<file path="config.mk">
export PLATFORM = sky130hd
export DESIGN_NAME = wti_cache
export DESIGN_NICKNAME = d
export VERILOG_FILES = /design/src/rtl/wti_pkg.sv /design/src/rtl/wti_tag_store.sv /design/src/rtl/wti_data_store.sv /design/src/rtl/wti_ctrl.sv /design/src/rtl/wti_cache.sv
export SDC_FILE = /design/constraint.sdc
export NUM_CORES = 2
export LEC_CHECK = 0
export BUFFER_PORTS_ARGS = -buffer_cell sky130_fd_sc_hd__buf_2
export CAP_MARGIN = 20
export CORE_ASPECT_RATIO = 0.5
export CORE_UTILIZATION = 55
export CTS_CLUSTER_SIZE = 8
export DETAILED_ROUTE_END_ITERATION = 12
export PLACE_DENSITY = 0.73
export SETUP_SLACK_MARGIN = 0.15
export SLEW_MARGIN = 10
export SYNTH_ARGS = -nofsm -noshare
export SYNTH_HDL_FRONTEND = slang
export SYNTH_HIERARCHICAL = 1
export SYNTH_SLANG_ARGS = --single-unit
</file>
<file path="constraint.sdc">
create_clock -name clk -period 7.3 [get_ports clk]
set_clock_uncertainty 0.05 [all_clocks]
set_input_delay 1.095 -clock clk [delete_from_list [all_inputs] [get_ports clk]]
set_output_delay 1.095 -clock clk [all_outputs]
set_load 0.05 [all_outputs]
</file>
<file path="src/rtl/wti_pkg.sv">
package wti_pkg;
   typedef enum logic [1:0] {
      ST_IDLE = 2'd0,
      ST_REQ  = 2'd1,
      ST_XFER = 2'd2,
      ST_RESP = 2'd3
   } wti_state_e;
endpackage

</file>
<file path="src/rtl/wti_tag_store.sv">
module wti_tag_store #(
   parameter int LINES = 16,
   parameter int IDX_W = 4,
   parameter int TAG_W = 12
) (
   input  logic             clk,
   input  logic             rst_n,
   input  logic [IDX_W-1:0] lk_idx,
   input  logic [TAG_W-1:0] lk_tag,
   output logic             lk_hit,
   input  logic             snp_en,
   input  logic [IDX_W-1:0] snp_idx,
   input  logic [TAG_W-1:0] snp_tag,
   input  logic             fill_en,
   input  logic [IDX_W-1:0] fill_idx,
   input  logic [TAG_W-1:0] fill_tag
);
   logic [LINES-1:0] valid_w;
   logic [TAG_W-1:0] tag_w [LINES];

   for (genvar g = 0; g < LINES; g++) begin : g_line
      logic             v_q;
      logic [TAG_W-1:0] t_q;
      logic             kill;
      logic             load;

      // a snoop only removes a line whose stored tag equals the snooped tag
      assign kill = snp_en && (snp_idx == IDX_W'(g)) && v_q && (t_q == snp_tag);
      assign load = fill_en && (fill_idx == IDX_W'(g));

      always_ff @(posedge clk or negedge rst_n) begin
         if (!rst_n) begin
            v_q <= 1'b0;
            t_q <= '0;
         end else if (load) begin
            v_q <= 1'b1;
            t_q <= fill_tag;
         end else if (kill) begin
            v_q <= 1'b0;
         end
      end

      assign valid_w[g] = v_q;
      assign tag_w[g]   = t_q;

      // a matching snoop leaves the line invalid in the next cycle
      a_r6_snoop_drops_line: assert property (@(posedge clk) disable iff (!rst_n)
         (snp_en && snp_idx == IDX_W'(g) && valid_w[g] && tag_w[g] == snp_tag && !load)
         |=> !valid_w[g]);
   end

   assign lk_hit = valid_w[lk_idx] && (tag_w[lk_idx] == lk_tag);
endmodule

</file>
<file path="src/rtl/wti_data_store.sv">
module wti_data_store #(
   parameter int LINES  = 16,
   parameter int IDX_W  = 4,
   parameter int DATA_W = 32
) (
   input  logic              clk,
   input  logic              rst_n,
   input  logic              wr_en,
   input  logic [IDX_W-1:0]  wr_idx,
   input  logic [DATA_W-1:0] wr_data,
   input  logic [IDX_W-1:0]  rd_idx,
   output logic [DATA_W-1:0] rd_data
);
   logic [DATA_W-1:0] word_w [LINES];

   for (genvar g = 0; g < LINES; g++) begin : g_word
      logic [DATA_W-1:0] w_q;
      always_ff @(posedge clk or negedge rst_n) begin
         if (!rst_n)                                 w_q <= '0;
         else if (wr_en && wr_idx == IDX_W'(g))      w_q <= wr_data;
      end
      assign word_w[g] = w_q;
   end

   assign rd_data = word_w[rd_idx];
endmodule

</file>
<file path="src/rtl/wti_ctrl.sv">
module wti_ctrl
   import wti_pkg::*;
(
   input  logic clk,
   input  logic rst_n,
   input  logic cpu_req,
   input  logic cpu_we,
   input  logic lk_hit,
   input  logic snp_cur,
   input  logic snp_pend,
   input  logic req_we,
   input  logic bus_gnt,
   input  logic bus_done,
   output logic busy,
   output logic start,
   output logic cpu_ack,
   output logic resp_sel,
   output logic bus_req,
   output logic fill_en,
   output logic data_we,
   output logic rd_cap
);
   wti_state_e state_q, state_d;
   logic       poison_q;

   always_comb begin
      state_d  = state_q;
      start    = 1'b0;
      cpu_ack  = 1'b0;
      resp_sel = 1'b0;
      bus_req  = 1'b0;
      fill_en  = 1'b0;
      data_we  = 1'b0;
      rd_cap   = 1'b0;
      unique case (state_q)
         ST_IDLE: begin
            if (cpu_req) begin
               if (!cpu_we && lk_hit && !snp_cur) begin
                  cpu_ack = 1'b1;
               end else begin
                  start   = 1'b1;
                  state_d = ST_REQ;
               end
            end
         end
         ST_REQ: begin
            bus_req = 1'b1;
            if (bus_gnt) state_d = ST_XFER;
         end
         ST_XFER: begin
            if (bus_done) begin
               state_d = ST_RESP;
               rd_cap  = !req_we;
               fill_en = !req_we && !poison_q && !snp_pend;
               data_we = req_we ? lk_hit : fill_en;
            end
         end
         ST_RESP: begin
            cpu_ack  = 1'b1;
            resp_sel = 1'b1;
            state_d  = ST_IDLE;
         end
         default: state_d = ST_IDLE;
      endcase
   end

   always_ff @(posedge clk or negedge rst_n) begin
      if (!rst_n) begin
         state_q  <= ST_IDLE;
         poison_q <= 1'b0;
      end else begin
         state_q <= state_d;
         if (start)
            poison_q <= 1'b0;
         else if ((state_q == ST_REQ || state_q == ST_XFER) && snp_pend)
            poison_q <= 1'b1;
      end
   end

   assign busy = (state_q != ST_IDLE);

   // completion reaches the processor one cycle after the bus finishes
   a_r9_ack_after_done: assert property (@(posedge clk) disable iff (!rst_n)
      (state_q == ST_XFER && bus_done) |=> cpu_ack);
   // a raised request is not withdrawn before the grant
   a_r11_req_held: assert property (@(posedge clk) disable iff (!rst_n)
      (bus_req && !bus_gnt) |=> bus_req);
   // a same-cycle snoop on the requested word denies the local hit
   a_r8_snoop_beats_hit: assert property (@(posedge clk) disable iff (!rst_n)
      (!busy && cpu_req && !cpu_we && snp_cur) |-> !cpu_ack);
   // a snooped pending read never installs its line
   a_r10_no_poisoned_fill: assert property (@(posedge clk) disable iff (!rst_n)
      (poison_q && state_q == ST_XFER) |-> !fill_en);
endmodule

</file>
<file path="src/rtl/wti_cache.sv">
module wti_cache #(
   parameter int ADDR_W = 16,
   parameter int DATA_W = 32,
   parameter int LINES  = 16
) (
   input  logic              clk,
   input  logic              rst_n,
   input  logic              cpu_req,
   input  logic              cpu_we,
   input  logic [ADDR_W-1:0] cpu_addr,
   input  logic [DATA_W-1:0] cpu_wdata,
   output logic              cpu_ack,
   output logic [DATA_W-1:0] cpu_rdata,
   output logic              bus_req,
   output logic              bus_we,
   output logic [ADDR_W-1:0] bus_addr,
   output logic [DATA_W-1:0] bus_wdata,
   input  logic              bus_gnt,
   input  logic              bus_done,
   input  logic [DATA_W-1:0] bus_rdata,
   input  logic              snp_valid,
   input  logic [ADDR_W-1:0] snp_addr
);
   localparam int IDX_W = $clog2(LINES);
   localparam int TAG_W = ADDR_W - IDX_W;

   if (LINES < 2 || (1 << IDX_W) != LINES) begin : g_bad_lines
      $error("wti_cache: LINES must be a power of two, at least 2");
   end
   if (ADDR_W <= IDX_W) begin : g_bad_addr
      $error("wti_cache: ADDR_W must exceed the index width");
   end
   if (DATA_W < 1) begin : g_bad_data
      $error("wti_cache: DATA_W must be positive");
   end

   logic [ADDR_W-1:0] req_addr_q;
   logic              req_we_q;
   logic [DATA_W-1:0] req_wd_q;
   logic [DATA_W-1:0] rd_q;

   logic              busy, start, resp_sel, fill_en, data_we, rd_cap, lk_hit;
   logic              snp_cur, snp_pend;
   logic [ADDR_W-1:0] lk_addr;
   logic [DATA_W-1:0] line_word;

   assign lk_addr  = busy ? req_addr_q : cpu_addr;
   assign snp_cur  = snp_valid && (snp_addr == cpu_addr);
   assign snp_pend = snp_valid && (snp_addr == req_addr_q);

   always_ff @(posedge clk or negedge rst_n) begin
      if (!rst_n) begin
         req_addr_q <= '0;
         req_we_q   <= 1'b0;
         req_wd_q   <= '0;
         rd_q       <= '0;
      end else begin
         if (start) begin
            req_addr_q <= cpu_addr;
            req_we_q   <= cpu_we;
            req_wd_q   <= cpu_wdata;
         end
         if (rd_cap) rd_q <= bus_rdata;
      end
   end

   wti_ctrl u_ctrl (
      .clk      (clk),
      .rst_n    (rst_n),
      .cpu_req  (cpu_req),
      .cpu_we   (cpu_we),
      .lk_hit   (lk_hit),
      .snp_cur  (snp_cur),
      .snp_pend (snp_pend),
      .req_we   (req_we_q),
      .bus_gnt  (bus_gnt),
      .bus_done (bus_done),
      .busy     (busy),
      .start    (start),
      .cpu_ack  (cpu_ack),
      .resp_sel (resp_sel),
      .bus_req  (bus_req),
      .fill_en  (fill_en),
      .data_we  (data_we),
      .rd_cap   (rd_cap)
   );

   wti_tag_store #(.LINES(LINES), .IDX_W(IDX_W), .TAG_W(TAG_W)) u_tags (
      .clk      (clk),
      .rst_n    (rst_n),
      .lk_idx   (lk_addr[IDX_W-1:0]),
      .lk_tag   (lk_addr[ADDR_W-1:IDX_W]),
      .lk_hit   (lk_hit),
      .snp_en   (snp_valid),
      .snp_idx  (snp_addr[IDX_W-1:0]),
      .snp_tag  (snp_addr[ADDR_W-1:IDX_W]),
      .fill_en  (fill_en),
      .fill_idx (req_addr_q[IDX_W-1:0]),
      .fill_tag (req_addr_q[ADDR_W-1:IDX_W])
   );

   wti_data_store #(.LINES(LINES), .IDX_W(IDX_W), .DATA_W(DATA_W)) u_data (
      .clk     (clk),
      .rst_n   (rst_n),
      .wr_en   (data_we),
      .wr_idx  (req_addr_q[IDX_W-1:0]),
      .wr_data (req_we_q ? req_wd_q : bus_rdata),
      .rd_idx  (lk_addr[IDX_W-1:0]),
      .rd_data (line_word)
   );

   assign cpu_rdata = resp_sel ? rd_q : line_word;
   assign bus_we    = req_we_q;
   assign bus_addr  = req_addr_q;
   assign bus_wdata = req_wd_q;

   // address and kind are steady while the request waits for a grant
   a_r11_addr_steady: assert property (@(posedge clk) disable iff (!rst_n)
      (bus_req && !bus_gnt) |=> ($stable(bus_addr) && $stable(bus_we)));
   // a write is acknowledged only after a bus completion
   a_r4_write_retires_late: assert property (@(posedge clk) disable iff (!rst_n)
      (cpu_ack && cpu_we) |-> $past(bus_done));
   // the acknowledgement is a single-cycle pulse
   a_r9_ack_pulse: assert property (@(posedge clk) disable iff (!rst_n)
      (cpu_ack && busy) |=> !cpu_ack);
endmodule

</file>
==> flow_metrics.tcl <==
set metrics [dict create \
    grt_max_degree 183 \
    overflow 0 \
    synthCells 2706 \
    grt_first_pass_wirelength_mm 161 \
    grt_util_all_layers_pct 29.3 \
    portBuffers 185 \
    wl_per_cell_um 27.6 \
    synth_edf_count 0 \
    clk_latency_ps 690 \
    cts_tree "done" \
    yosysTopAreaCellShare_pct 51.0 \
    final_common_cell "dfrtp_1" \
    ir_drop_mv 0.340 \
    fmax_ghz 0.150 \
    cts_max_level 3 \
    row_count 68 \
    root_buffer "clkbuf_16" \
    worstPathRequired_ps 6150 \
    rrSetupSlack_ps 1070 \
    drive_above_1_share_pct 45.9 \
    pin_count 186 \
    via_count 24100 \
    r2r_start "u_ctrl/state_q[1]" \
    placed_area_um2 41300 \
    drt-pass1-iter-count 7 \
    path_max_fanout 37 \
    finalCriticalPeriod_ps 6660 \
    pwr_density_cell_nw_per_um2 448 \
    worstMarginPinSlew_ps 1140 \
    r2r-end "u_data/g_word[4].w_q[3]" \
    design_area_um2 44400 \
    max-slew-margin-rel_pct 23.7 \
    crit_path_end "cpu_ack" \
    setup_violations 0 \
    die_h_um 191 \
    finalCritPeriodShare_pct 91.2 \
    seq_area_frac_synth_pct 51.0 \
    ys_ff_latch 804 \
    synth_warnings 6 \
    start_kind "flip-flop" \
    end_kind "output pin" \
    dp_hpwl_mm 64.0 \
    synth_fp_nets 2814 \
    area_growth_pct 12.5 \
    totalWireLength_mm 105 \
    setup.worst_path.class "flip-flop to output pin" \
    synth_top_cell_by_area "dfrtp_1" \
    setup.worst_path.start "u_ctrl/state_q[1]" \
    core_um2 69900 \
    synth_cell_type_count 58 \
    ctsHoldBuffers 0 \
    ys_async_sr_fraction_pct 100 \
    numCtsBuffers 110 \
    drt_iter0_drc 1942 \
    clk_pin_slew_ps 50 \
    drc 0 \
    vias_per_cell 6.36 \
    final_cell_mix "803 x dfrtp_1, 731 x mux2_2, 184 x buf_2" \
    clock-sinks 804 \
    ys.flop_type "dfrtp_1" \
    status "finished clean" \
    rsz0062_at_grt "false" \
    antenna_left 0 \
    finalNetCount 2950 \
    syn_area_um2 39400 \
    rr_worst_depth 16 \
    clk_path_buf_depth 3 \
    synth_area_per_cell_um2 14.6 \
    maxCapViolCount 0 \
    tns_ps 0 \
    cp.arrival_ps 5510 \
    cellLeakagePower_nw 20.8 \
    hold_viol_final 0 \
    hold_class "flip-flop to flip-flop" \
    grt_pass1_vias 25400 \
    gp_congestion 0.981 \
    slew_viol_final 0 \
    dieWidth_um 381 \
    antenna_found_initial 1 \
    die_area_um2 72900 \
    synthTopCellsByArea "dfrtp_1 51%, mux2_2 21%, mux4_2 9.8%, mux2_1 3.9%, xnor2_1 3.2%" \
    initial_core_util_pct 56.4 \
]
## registers in the layout, indices dropped and copies added, names as in the netlist
name / cells
u_ctrl/state_q: 2
u_data/g_word.w_q: 512
rd_q: 32
u_ctrl/poison_q: 1
bus_addr: 16
bus_wdata: 32
bus_we: 1
u_tags/g_line.v_q: 16
u_tags/g_line.t_q: 192
## logic make-up (layout without fill, tap and decap cells)
logic type                 Yosys count  count (layout)  share of synthesized area [%]
buffers and inverters              227             367                           2.51
xor gates and xnor gates           246             246                           5.46
other                                0               1                              0
DFF                                804             804                           51.0
AOI/OAI and AO/OA                  122             122                           2.30
muxes                             1072            1074                           35.5
and+or+nand+nor                    230             230                           3.07
adders and majority gates            5               5                          0.159
## worst max-delay path, stage by stage (launching register included)
cell	delay, ps
dfrtp_1	420
inv_1	130
ha_1	330
clkinvlp_4	230
buf_4	200
mux2_4	580
mux4_1	400
xnor2_1	180
a211oi_1	120
a2111oi_2	420
nand4_1	170
nor4_2	580
nor3b_2	510
a31oi_1	140
nor2_1	140
buf_2	280
## repair_timing
item	CTS	global route
gates resized for setup	0	3
buffers inserted	0	4
setup endpoints to repair	0	22
## worst min path at each step
stage / from / endpoint / slack [ps] / cells past startpoint
2_1_floorplan: u_tags/g_line[12].v_q / u_tags/g_line[12].v_q / 390 / 1
3_3_place_gp: u_tags/g_line[3].v_q / u_tags/g_line[3].v_q / 410 / 1
3_5_place_dp: u_tags/g_line[11].v_q / u_tags/g_line[11].v_q / 410 / 1
4_1_cts: u_tags/g_line[11].v_q / u_tags/g_line[11].v_q / 420 / 1
5_1_grt: u_tags/g_line[11].v_q / u_tags/g_line[11].v_q / 440 / 1
6_report: u_tags/g_line[11].v_q / u_tags/g_line[11].v_q / 430 / 1
## layer usage
layer | part of all wire [%] | up-vias | track usage [%]
met1 | 44 | 13000 | 41.4
li1 | - | 10200 | -
met5 | 0.019 | - | 0
met2 | 48 | 766 | 46.5
met3 | 5.8 | 160 | 5.35
met4 | 2.5 | 2 | 8.63
## per-stage QoR
step / hold WS (ps) / worst slack [ps] / std cells / utilization (%) / power, W
3_3_place_gp: 408 / 989 / 3662 / 59.0 / 0.0150
2_1_floorplan: 394 / 2120 / 2706 / - / 0.0129
6_report: 425 / 643 / 3794 / 63.4 / 0.0199
3_5_place_dp: 412 / 797 / 3663 / 59.0 / 0.0152
5_1_grt: 438 / 450 / 3793 / 63.4 / 0.0208
4_1_cts: 423 / 203 / 3781 / 63.2 / 0.0199
## synthesized netlist by cell type (6+ instances only)
master,count
o22ai_1,7
xnor2_1,146
nand3b_1,6
mux2_1,138
buf_1,18
nor4_1,31
mux4_2,171
mux2i_1,26
nor3_1,12
o31ai_1,10
nand2b_1,9
a21o_1,6
nor2_1,36
dfrtp_1,804
o21ai_0,8
nand2_1,60
buf_2,81
mux2_2,734
xor2_1,100
nand4_1,37
a22oi_1,66
nor2b_1,8
clkbuf_1,113
nand3_1,15
## power by group
part	switching, W	internal (W)	leakage (nW)	total [W]
clock	0.00186	0.00270	1.43	0.00456
combinational	0.00480	0.00352	8.55	0.00832
sequential	0.00112	0.00588	10.8	0.00700
total	0.00778	0.0121	20.8	0.0199
## cell type report
cell class                      instances  area (um^2)
Fill cell                            5185        25600
Sequential cell                       804        20100
Multi-Input combinational cell       1677        18500
Clock buffer                          112         2780
Timing Repair Buffer                  241         1540
Tap cell                              945         1180
Clock inverter                          6          156
Inverter                                8         33.8
Antenna cell                            1         2.50
Note: power is estimated with default switching activity, not from simulation.
